$ cat config.mk
export PLATFORM = sky130hd
export DESIGN_NAME = xcvr_regbus
export DESIGN_NICKNAME = d
export VERILOG_FILES = /design/src/rtl/xcvr_pkg.sv /design/src/rtl/xcvr_capture.sv /design/src/rtl/xcvr_path.sv /design/src/rtl/xcvr_regbus.sv
export SDC_FILE = /design/constraint.sdc
export NUM_CORES = 1
export LEC_CHECK = 0
export BUFFER_PORTS_ARGS = -buffer_cell sky130_fd_sc_hd__buf_2
export CAP_MARGIN = 10
export CORE_ASPECT_RATIO = 2
export CORE_MARGIN = 2
export CORE_UTILIZATION = 53
export DETAILED_ROUTE_END_ITERATION = 6
export GPL_ROUTABILITY_DRIVEN = 0
export PLACE_DENSITY = 0.85
export SLEW_MARGIN = 30
export SYNTH_ARGS = -nofsm -noshare
export SYNTH_HDL_FRONTEND = slang
export SYNTH_HIERARCHICAL = 1
export SYNTH_SLANG_ARGS = --single-unit
$ cat constraint.sdc
create_clock -name clk -period 1.6 [get_ports clk]
set_input_delay 0.24 -clock clk [delete_from_list [all_inputs] [get_ports clk]]
set_output_delay 0.24 -clock clk [all_outputs]
set_load 0.02 [all_outputs]
$ cat src/rtl/xcvr_pkg.sv
package xcvr_pkg;

    typedef enum logic {
        SRC_LIVE   = 1'b0,
        SRC_STORED = 1'b1
    } src_e;

    typedef struct packed {
        logic seen;
        logic fire;
    } strobe_st_t;

endpackage

$ cat src/rtl/xcvr_capture.sv
module xcvr_capture #(
    parameter int unsigned W = 8
) (
    input  logic         clk,
    input  logic         rst,
    input  logic         stb,
    input  logic [W-1:0] bus_res,
    output logic [W-1:0] held
);
    import xcvr_pkg::*;

    typedef struct packed {
        strobe_st_t   edge_s;
        logic [W-1:0] snap;
        logic [W-1:0] held;
    } cap_st_t;

    cap_st_t st_d, st_q;

    always_comb begin
        st_d             = st_q;
        st_d.edge_s.seen = stb;
        st_d.edge_s.fire = stb & ~st_q.edge_s.seen;
        st_d.snap        = bus_res;
        if (st_q.edge_s.fire) begin
            st_d.held = st_q.snap;
        end
    end

    always_ff @(posedge clk) begin
        if (rst) begin
            st_q <= '0;
        end else begin
            st_q <= st_d;
        end
    end

    assign held = st_q.held;

    // a detected edge loads the snapshot taken on that edge
    assert_load_R4: assert property (@(posedge clk) disable iff (rst)
        st_q.edge_s.fire |=> (held == $past(st_q.snap)));

    // without a detected edge the register keeps its contents
    assert_hold_R7: assert property (@(posedge clk) disable iff (rst)
        !st_q.edge_s.fire |=> $stable(held));

    // a fire lasts exactly one cycle per rise
    assert_single_fire_R7: assert property (@(posedge clk) disable iff (rst)
        st_q.edge_s.fire |=> !st_q.edge_s.fire);

    assert_rise_fires_R7: assert property (@(posedge clk) disable iff (rst)
        $rose(st_q.edge_s.seen) |-> st_q.edge_s.fire);

    // reset leaves the register cleared
    assert_reset_clear_R11: assert property (@(posedge clk)
        rst |=> (held == '0));

endmodule

$ cat src/rtl/xcvr_path.sv
module xcvr_path #(
    parameter int unsigned W = 8
) (
    input  logic         sel,
    input  logic [W-1:0] live,
    input  logic [W-1:0] stored,
    output logic [W-1:0] drive
);
    import xcvr_pkg::*;

    src_e src;
    assign src = src_e'(sel);

    for (genvar i = 0; i < W; i++) begin : g_lane
        always_comb begin
            unique case (src)
                SRC_STORED: drive[i] = stored[i];
                default:    drive[i] = live[i];
            endcase
        end
    end

endmodule

$ cat src/rtl/xcvr_regbus.sv
module xcvr_regbus #(
    parameter int unsigned W = 8
) (
    input  logic         clk,
    input  logic         rst,
    input  logic [W-1:0] a_in,
    output logic [W-1:0] a_out,
    output logic         a_oe,
    input  logic [W-1:0] b_in,
    output logic [W-1:0] b_out,
    output logic         b_oe,
    input  logic         en_ab,
    input  logic         en_ba_n,
    input  logic         sel_ab,
    input  logic         sel_ba,
    input  logic         stb_a,
    input  logic         stb_b
);
    logic [W-1:0] held_a, held_b;
    logic [W-1:0] res_a, res_b;

    // enable decode
    assign b_oe = en_ab;
    assign a_oe = ~en_ba_n;

    // live paths take the raw opposite input, never the resolved bus
    xcvr_path #(.W(W)) u_path_ab (
        .sel    (sel_ab),
        .live   (a_in),
        .stored (held_a),
        .drive  (b_out)
    );

    xcvr_path #(.W(W)) u_path_ba (
        .sel    (sel_ba),
        .live   (b_in),
        .stored (held_b),
        .drive  (a_out)
    );

    // bus resolution for capture
    assign res_a = a_oe ? a_out : a_in;
    assign res_b = b_oe ? b_out : b_in;

    xcvr_capture #(.W(W)) u_cap_a (
        .clk     (clk),
        .rst     (rst),
        .stb     (stb_a),
        .bus_res (res_a),
        .held    (held_a)
    );

    xcvr_capture #(.W(W)) u_cap_b (
        .clk     (clk),
        .rst     (rst),
        .stb     (stb_b),
        .bus_res (res_b),
        .held    (held_b)
    );

    assert_isolate_R8: assert property (@(posedge clk) disable iff (rst)
        (!en_ab && en_ba_n) |-> (!a_oe && !b_oe));

    assert_stored_b_R2: assert property (@(posedge clk) disable iff (rst)
        (b_oe && sel_ab) |-> (b_out == held_a));

    assert_live_a_R3: assert property (@(posedge clk) disable iff (rst)
        (a_oe && !sel_ba) |-> (a_out == b_in));

    assert_swap_R9: assert property (@(posedge clk) disable iff (rst)
        (a_oe && b_oe && sel_ab && sel_ba) |-> (a_out == held_b && b_out == held_a));

endmodule

==> impl_metrics.json, run 1 <==
{
  "cp-start-kind": "register",
  "clock_tree.root_cell": "clkbuf_8",
  "num_antenna_cells": 0,
  "clock_latency_ps": 280,
  "hpwl_mm": 2.38,
  "layout_min_cycle_time_ps": 1270,
  "post-cts-setup-buffers": 0,
  "crit_path_max_fanout": 2,
  "remaining_drc_errors": 0,
  "worst_pin_slew_ps": 560,
  "hold_buffers": 0,
  "drtIter0Drc": 15,
  "rr_startpoint": "u_cap_a/held[1]",
  "drive_gt1_share_pct": 48.8,
  "arrival_ps": 1030,
  "power.share.sequential_pct": 50.7,
  "p_leak_uw": 0.000939,
  "ys_seq_area_share_pct": 40.6,
  "areaGrowthSynthToFinish_pct": 7.12,
  "clk_path_buf_depth": 2,
  "swShare_pct": 23.8,
  "peakVddDrop_uv": 1010,
  "ys_ff_latch": 36,
  "track_usage_pct": 17.6,
  "routed_via_density": 5.02,
  "fin_nets": 193,
  "detail_route.first_pass.iterations": 4,
  "synthDistinctLibCells": 10,
  "synthesis.instances": 146,
  "grt_max_degree": 35,
  "wl_mm": 3.09,
  "crit_start": "u_cap_a/held[2]",
  "power.share.clock_pct": 33.5,
  "path_clk_slew_ps": 70,
  "status": "complete, no violations",
  "syn-num-nets": 170,
  "pin_count": 42,
  "timing.final.crit_share_pct": 79.3,
  "finClkSkew_ps": 4.41,
  "cp-end-kind": "output pin",
  "seqCellArea_sq_um": 721,
  "dp_cells": 193,
  "finalSetupViolCount": 0,
  "multi_input_area_sq_um": 841,
  "cts.repair.resized": 0,
  "grt_pass1_wl_mm": 4.87,
  "yosysWarnings": 6,
  "coreArea_sq_um": 3190,
  "overflow": 0,
  "die_h_microns": 85.9,
  "hold_start": "stb_b",
  "vias": 1009,
  "hold_class": "in -> reg",
  "rsz0062_at_grt": "no",
  "finalPower_uw": 1900,
  "antenna_found_initial": 0,
  "die-width_microns": 44.9,
  "most-common-layout-cells": "buf_2 (41), dfxtp_1 (36), mux2_4 (32)",
  "cts_made_buffers": 5,
  "p_sw_uw": 452,
  "max_freq_ghz": 0.788,
  "intPower_uw": 1440,
  "finalMaxSlewViolations": 0,
  "powerDensity_nw_per_um2": 997,
  "setup_tns_ps": 0,
  "p_comb_share_pct": 15.7,
  "fill_cells": 261,
  "hold_viol": 0,
  "drtAntennaViolNets": 0,
  "maxCapViolCount": 0,
  "start_util_pct": 55.6,
  "crit_type": "reg -> out",
  "cts_tree": "built",
  "portBuffers": 41,
  "h-tree-depth": 2,
  "avgSynthCellArea_sq_um": 12.2,
  "slew_headroom_pct": 62.6,
  "netlist_area_sq_um": 1780,
  "cts.sinks": 36,
  "die-area_sq_um": 3860,
  "grt_pass1_vias": 1040,
  "rows": 29,
  "finalNonFillerCells": 201,
  "cp_data_required_time_ps": 1360,
  "wire_per_inst_microns": 15.4,
  "final_common_cell": "buf_2"
}
-- cell type report --
class                      count  share of cell area, %
inverter                       1                  0.197
multi-input combinational     84                   44.2
tap                           31                   2.04
sequential                    36                   37.9
clock buffer                   6                   4.34
timing repair buffer          41                   10.8
clock inverter                 2                  0.526
-- final timing paths --
kind                                    endpoint  slack (ps)  cells past startpoint
worst min register to register  u_cap_b/st_q[16]         380                      1
worst max register to register   u_cap_b/st_q[9]         490                      3
worst max-delay path                    b_out[2]         330                      2
worst min-delay path            u_cap_b/st_q[17]         190                      2
-- cells by family (layout without fill, tap and decap cells) --
group | after synthesis | in the layout | synth area share, %
mux | 48 | 48 | 36.1
simple gates | 36 | 36 | 11.3
flops | 36 | 36 | 40.6
buf+inv | 26 | 50 | 12.1
-- worst max-delay path: stages, from the launching register on --
cell     delay [ps]
dfxtp_1         320
mux2_4          260
buf_2           170
-- metrics by stage --
stage / utilization [%] / worst slack (ps) / hold WS, ps / cell area [sq um]
3_5_place_dp: 56.7 / 204 / 375 / 1810
5_1_grt: 59.6 / 296 / 191 / 1900
3_3_place_gp: 56.7 / 228 / 373 / 1810
6_report: 59.6 / 332 / 194 / 1900
4_1_cts: 59.6 / 319 / 186 / 1900
2_1_floorplan: - / 368 / 310 / 1780
-- power groups by stage --
stage                     Clock [uW]  Sequential (uW)  Combinational (uW)
after floorplan                    0              968                 252
after global placement             0              981                 292
after detailed placement           0              982                 299
after CTS                        658              962                 300
after global routing             689              966                 319
final                            636              962                 298
-- synth_stat cells --
library cell | instances | area, sq um
nor2_1 | 16 | 60.1
mux2_4 | 32 | 480
buf_6 | 6 | 67.6
inv_1 | 1 | 3.75
dfxtp_1 | 36 | 721
mux2i_1 | 16 | 160
and2b_1 | 8 | 60.1
buf_4 | 19 | 143
nor2b_1 | 10 | 62.6
nor2b_2 | 2 | 17.5
-- flip-flops by register name, summed over array words and instances (netlist names) --
name	cells
u_cap_a/st_q	10
u_cap_b/st_q	10
u_cap_b/held	8
u_cap_a/held	8
-- layer usage --
layer  up-vias  wire length, microns  track usage [%]
met4         0                    69             9.36
met3         6                   149             4.63
met1       464                  1210             18.7
li1        511                     -                -
met2        28                  1660             30.0
met5         -                     0                0
No activity file was read; power rests on OpenSTA's default activity.
==> inputs of run 2 (changes only) <==
==> constraint.sdc (replaced) <==
create_clock -name clk -period 1.25 [get_ports clk]
set_input_delay 0.1875 -clock clk [delete_from_list [all_inputs] [get_ports clk]]
set_output_delay 0.1875 -clock clk [all_outputs]
set_load 0.02 [all_outputs]
==> impl_metrics.json, run 2 (synthesis gave the netlist of run 1 again) <==
{
  "status": "complete, no violations",
  "remaining_drc_errors": 0,
  "die-width_microns": 44.9,
  "cts_tree": "built",
  "start_util_pct": 55.6,
  "grt_pass1_wl_mm": 5.17,
  "reg2reg_slack_ps": 130,
  "crit_type": "reg -> out",
  "coreArea_sq_um": 3190,
  "routed_via_density": 5.09,
  "hold_buffers": 0,
  "worst_pin_slew_ps": 495,
  "num_antenna_cells": 0,
  "h-tree-depth": 2,
  "grt_pass1_vias": 1119,
  "p_leak_uw": 0.000950,
  "cp_data_required_time_ps": 1060,
  "drive_gt1_share_pct": 50.0,
  "portBuffers": 41,
  "cts_made_buffers": 5,
  "holdPathEnd": "u_cap_a/st_q[17]",
  "hold_slack_ps": 138,
  "peakVddDrop_uv": 892,
  "antenna_found_initial": 0,
  "hold_viol": 0,
  "hold_class": "in -> reg",
  "cp_top_family": "flip-flops",
  "areaGrowthSynthToFinish_pct": 8.32,
  "timing.final.crit_share_pct": 98.1,
  "powerDensity_nw_per_um2": 1270,
  "worstPathCellList": "mux2_4 > buf_4",
  "stdcell_area_sq_um": 1920,
  "finClkSkew_ps": 8.56,
  "overflow": 0,
  "arrival_ps": 1040,
  "finalNonFillerCells": 203,
  "path_clk_slew_ps": 70,
  "clock_tree.root_cell": "clkbuf_8",
  "r2r_end": "u_cap_a/st_q[12]",
  "pin_count": 42,
  "hpwl_mm": 2.49,
  "crit_path_max_incr_delay_ps": 320,
  "track_usage_pct": 18.6,
  "r2r_cells": 3,
  "cp-start-kind": "register",
  "die-area_sq_um": 3860,
  "maxCapViolCount": 0,
  "vias": 1034,
  "rr_startpoint": "u_cap_b/held[4]",
  "detail_route.first_pass.iterations": 4,
  "clock_latency_ps": 290,
  "finalMaxSlewViolations": 0,
  "layout_min_cycle_time_ps": 1230,
  "drtIter0Drc": 16,
  "wire_per_inst_microns": 16.0,
  "final_common_cell": "buf_2",
  "cts.sinks": 36,
  "critPathSlowestCell": "dfxtp_2",
  "slew_headroom_pct": 66.9,
  "crit_cells": 2,
  "hold_depth": 2,
  "rows": 29,
  "drtAntennaViolNets": 0,
  "crit_path_max_fanout": 2,
  "cp-end-kind": "output pin",
  "dp_cells": 195,
  "finalSetupViolCount": 0,
  "hold_start": "stb_a",
  "die_h_microns": 85.9,
  "grt_max_degree": 26,
  "wl_mm": 3.25,
  "rsz0062_at_grt": "no",
  "clk_path_buf_depth": 2,
  "path_buf_inv": 1,
  "most-common-layout-cells": "buf_2 (39), dfxtp_1 (35), mux2_4 (32)",
  "fill_cells": 263,
  "place_area_sq_um": 1820,
  "max_freq_ghz": 0.816,
  "reg.largest.list": "u_cap_a/st_q (10), u_cap_b/st_q (10)",
  "fin_nets": 195
}
-- run 2: report_power, final --
| group | total (uW) | internal (uW) | switching [uW] |
|---|---|---|---|
| Clock | 826 | 439 | 387 |
| Sequential | 1230 | 1200 | 30.5 |
| Combinational | 393 | 216 | 176 |
-- run 2: layout make-up --
| class | instances | area, sq um | area share [%] |
|---|---|---|---|
| multi-input cells | 84 | 841 | 43.7 |
| clock inverters | 2 | 10.0 | 0.520 |
| well taps | 31 | 38.8 | 2.02 |
| flip-flops and latches | 36 | 722 | 37.5 |
| repair buffers | 43 | 225 | 11.7 |
| clock buffers | 6 | 82.6 | 4.29 |
| inverters | 1 | 3.75 | 0.195 |
-- run 2: through the flow --
stage | utilization (%) | setup slack (ps) | setup TNS, ps | power (uW)
final | 60.2 | 24.3 | 0 | 2450
after global routing | 60.2 | 1.88 | 0 | 2540
after CTS | 60.0 | 26.0 | 0 | 2460
after detailed placement | 57.1 | -72.3 | -904 | 1640
after global placement | 57.1 | -52.1 | -620 | 1630
after floorplan | - | 35.7 | 0 | 1560
-- run 2: per-layer routing --
metal  share of wire [%]  global-route usage (%)  vias to the layer above
li1                    -                       -                      514
met1                  39                    18.8                      483
met2                  55                    33.8                       29
met3                 4.3                    4.84                        8
met4                 1.6                    7.75                        0
met5                   0                       0                        -
-- run 2: worst max path at each step --
stage	start	endpoint	slack [ps]
floorplan	u_cap_b/held[4]	u_cap_a/st_q[12]	40
global placement	sel_ba	u_cap_a/st_q[11]	-50
detailed placement	sel_ab	u_cap_b/st_q[13]	-70
CTS	u_cap_a/held[2]	b_out[2]	30
global route	u_cap_a/held[5]	b_out[5]	2
finish	u_cap_a/held[3]	b_out[3]	20
-- run 2: repair_timing --
action / in CTS / in global routing
endpoints found under the setup margin: 0 / 2
setup buffers: 0 / 0
gates resized for setup: 0 / 4
==> inputs of run 3 (changes only) <==
--- a/config.mk
+++ b/config.mk
@@ -8,13 +8,12 @@
 export BUFFER_PORTS_ARGS = -buffer_cell sky130_fd_sc_hd__buf_2
 export CAP_MARGIN = 10
 export CORE_ASPECT_RATIO = 2
-export CORE_MARGIN = 2
-export CORE_UTILIZATION = 53
+export CORE_MARGIN = 3
+export CORE_UTILIZATION = 30
 export DETAILED_ROUTE_END_ITERATION = 6
 export GPL_ROUTABILITY_DRIVEN = 0
-export PLACE_DENSITY = 0.85
+export PLACE_DENSITY = 0.57
 export SLEW_MARGIN = 30
 export SYNTH_ARGS = -nofsm -noshare
 export SYNTH_HDL_FRONTEND = slang
-export SYNTH_HIERARCHICAL = 1
 export SYNTH_SLANG_ARGS = --single-unit
==> impl_metrics.json, run 3 <==
{
  "track_usage_pct": 12.5,
  "detail_route.first_pass.iterations": 4,
  "status": "complete, no violations",
  "power.share.clock_pct": 30.6,
  "critPathSlowestCell": "dfxtp_2",
  "synthDistinctLibCells": 12,
  "most-common-layout-cells": "buf_2 (40), dfxtp_1 (35)",
  "arrival_ps": 1020,
  "reg.largest.list": "u_cap_a.st_q (10), u_cap_b.st_q (10)",
  "peakVddDrop_uv": 845,
  "crit_path_max_fanout": 2,
  "grt_pass1_wl_mm": 5.60,
  "worst_pin_slew_ps": 341,
  "post-cts-setup-buffers": 0,
  "place_area_sq_um": 1800,
  "stdcell_area_sq_um": 1870,
  "wire_per_inst_microns": 15.2,
  "yosys.area.top_type_share_pct": 46.8,
  "p_leak_uw": 0.000983,
  "synth_top_family_by_area": "multiplexers",
  "cts.repair.resized": 0,
  "cp_data_required_time_ps": 1060,
  "remaining_drc_errors": 0,
  "timing.final.crit_share_pct": 96.7,
  "synth_most_common_cell": "dfxtp_1",
  "synth-edff-count": 0,
  "synthesis.instances": 132,
  "die-width_microns": 56.7,
  "power.share.sequential_pct": 53.2,
  "worstPathCellList": "mux2_4 > buf_4",
  "hold_viol": 0,
  "rows": 36,
  "cp-end-kind": "output pin",
  "drtAntennaViolNets": 0,
  "intPower_uw": 1750,
  "ys_top_cells_by_count": "dfxtp_1 (36), mux2_4 (16), mux2i_1 (16), nor2_1 (16), o211a_1 (16)",
  "cts.sinks": 36,
  "finalSetupViolCount": 0,
  "hold_class": "in -> reg",
  "rsz0062_at_grt": "no",
  "avgSynthCellArea_sq_um": 11.7,
  "num_antenna_cells": 0,
  "layout_min_cycle_time_ps": 1210,
  "p_comb_share_pct": 16.2,
  "hpwl_mm": 2.68,
  "path_buf_inv": 1,
  "cp_top_family": "flip-flops",
  "synth_xor_area_share_pct": 0,
  "swShare_pct": 24.3,
  "muxShareOfSynthArea_pct": 26.0,
  "netlist_area_sq_um": 1540,
  "finalMaxSlewViolations": 0,
  "synth_ff_type": "dfxtp_1",
  "maxCapViolCount": 0,
  "crit_path_max_incr_delay_ps": 330,
  "coreArea_sq_um": 4910,
  "max_freq_ghz": 0.827,
  "start_util_pct": 31.4,
  "synth.area.top_cells": "dfxtp_1 (47%), mux2_4 (16%), mux2i_1 (10%)",
  "slew_headroom_pct": 77.3,
  "antenna_found_initial": 0,
  "hold_buffers": 0,
  "p_sw_uw": 560,
  "syn-num-nets": 156,
  "synth_top_cell_by_area": "dfxtp_1",
  "clock_tree.root_cell": "clkbuf_8",
  "die_h_microns": 107,
  "wl_mm": 3.53,
  "cts_tree": "built",
  "worst_slack_ps": 41.4,
  "h-tree-depth": 2,
  "final_common_cell": "buf_2",
  "grt_max_degree": 19,
  "finClkSkew_ps": 2.05,
  "crit_type": "reg -> out",
  "routed_via_density": 4.62,
  "clock_latency_ps": 270,
  "die-area_sq_um": 6080,
  "pin_count": 42,
  "ys_ff_latch": 36,
  "cts_made_buffers": 5,
  "ys_seq_area_share_pct": 46.8,
  "synth_compound_area_share_pct": 10.4,
  "yosysWarnings": 0,
  "powerDensity_nw_per_um2": 1230,
  "clk_path_buf_depth": 2,
  "grt_pass1_vias": 1092,
  "yosys.area_share.adder_pct": 0,
  "drtIter0Drc": 19,
  "setup_tns_ps": 0,
  "cp-start-kind": "register",
  "vias": 1072,
  "synth-simple-area-share_pct": 12.0,
  "drive_gt1_share_pct": 44.0,
  "pre_cts_ws_ps": 73.3,
  "fin_nets": 201,
  "overflow": 0,
  "areaGrowthSynthToFinish_pct": 21.5,
  "path_clk_slew_ps": 60,
  "portBuffers": 41,
  "async_reset_ff_share_pct": 0
}
## run 3: cell types whose count changed after synthesis
cell      before  now
buf_2          0    5
nand2b_1       0    8
and2b_1        8    0
or2_2          0    8
buf_4         19    2
nor2b_1       10    4
o211a_1        0   16
inv_1          1    3
nor2b_2        2    0
mux2_4        32   16
buf_6          6    2
## run 3: final cells by class
type | count | area [sq um]
Fill cell | 498 | 3040
Clock buffer | 5 | 68.8
Inverter | 3 | 11.3
Tap cell | 57 | 71.3
Sequential cell | 36 | 722
Timing Repair Buffer | 47 | 253
Multi-Input combinational cell | 84 | 746
## run 3: kinds of logic after synthesis
kind of cell / after synthesis
AOI/OAI and AO/OA: 16
buffers and inverters: 12
DFF: 36
muxes: 32
and+or+nand+nor: 36
## run 3: routing by layer
metal / part of all wire (%) / GRT usage [%] / vias to the layer above
li1: - / - / 536
met1: 39 / 12.8 / 509
met2: 56 / 23.3 / 20
met3: 3.0 / 2.40 / 7
met4: 2.0 / 6.11 / 0
met5: 0 / 0 / -
## run 3: final timing paths
path / from / to / slack [ps] / depth (start not counted)
min reg2reg: u_cap_b.st_q[17] / u_cap_b.st_q[16] / 380 / 1
max reg2reg: u_cap_b.held[2] / u_cap_a.st_q[10] / 350 / 2
min: stb_a / u_cap_a.st_q[17] / 150 / 2
max: u_cap_b.held[2] / a_out[2] / 40 / 2
## run 3: power groups by stage
stage	registers, uW	logic [uW]	clock network [uW]
finish	1230	375	706
global placement	1250	377	0
floorplan	1240	258	0
global route	1230	408	782
detailed placement	1250	379	0
CTS	1230	381	740
## run 3: per-stage QoR
step                      hold slack (ps)  util [%]  power (uW)  std cells
after global routing                  161      38.1        2420        232
after CTS                             145      38.0        2350        232
after global placement                372      36.6        1630        227
final                                 152      38.1        2310        232
after detailed placement              376      36.6        1630        227
after floorplan                       342         -        1500        132
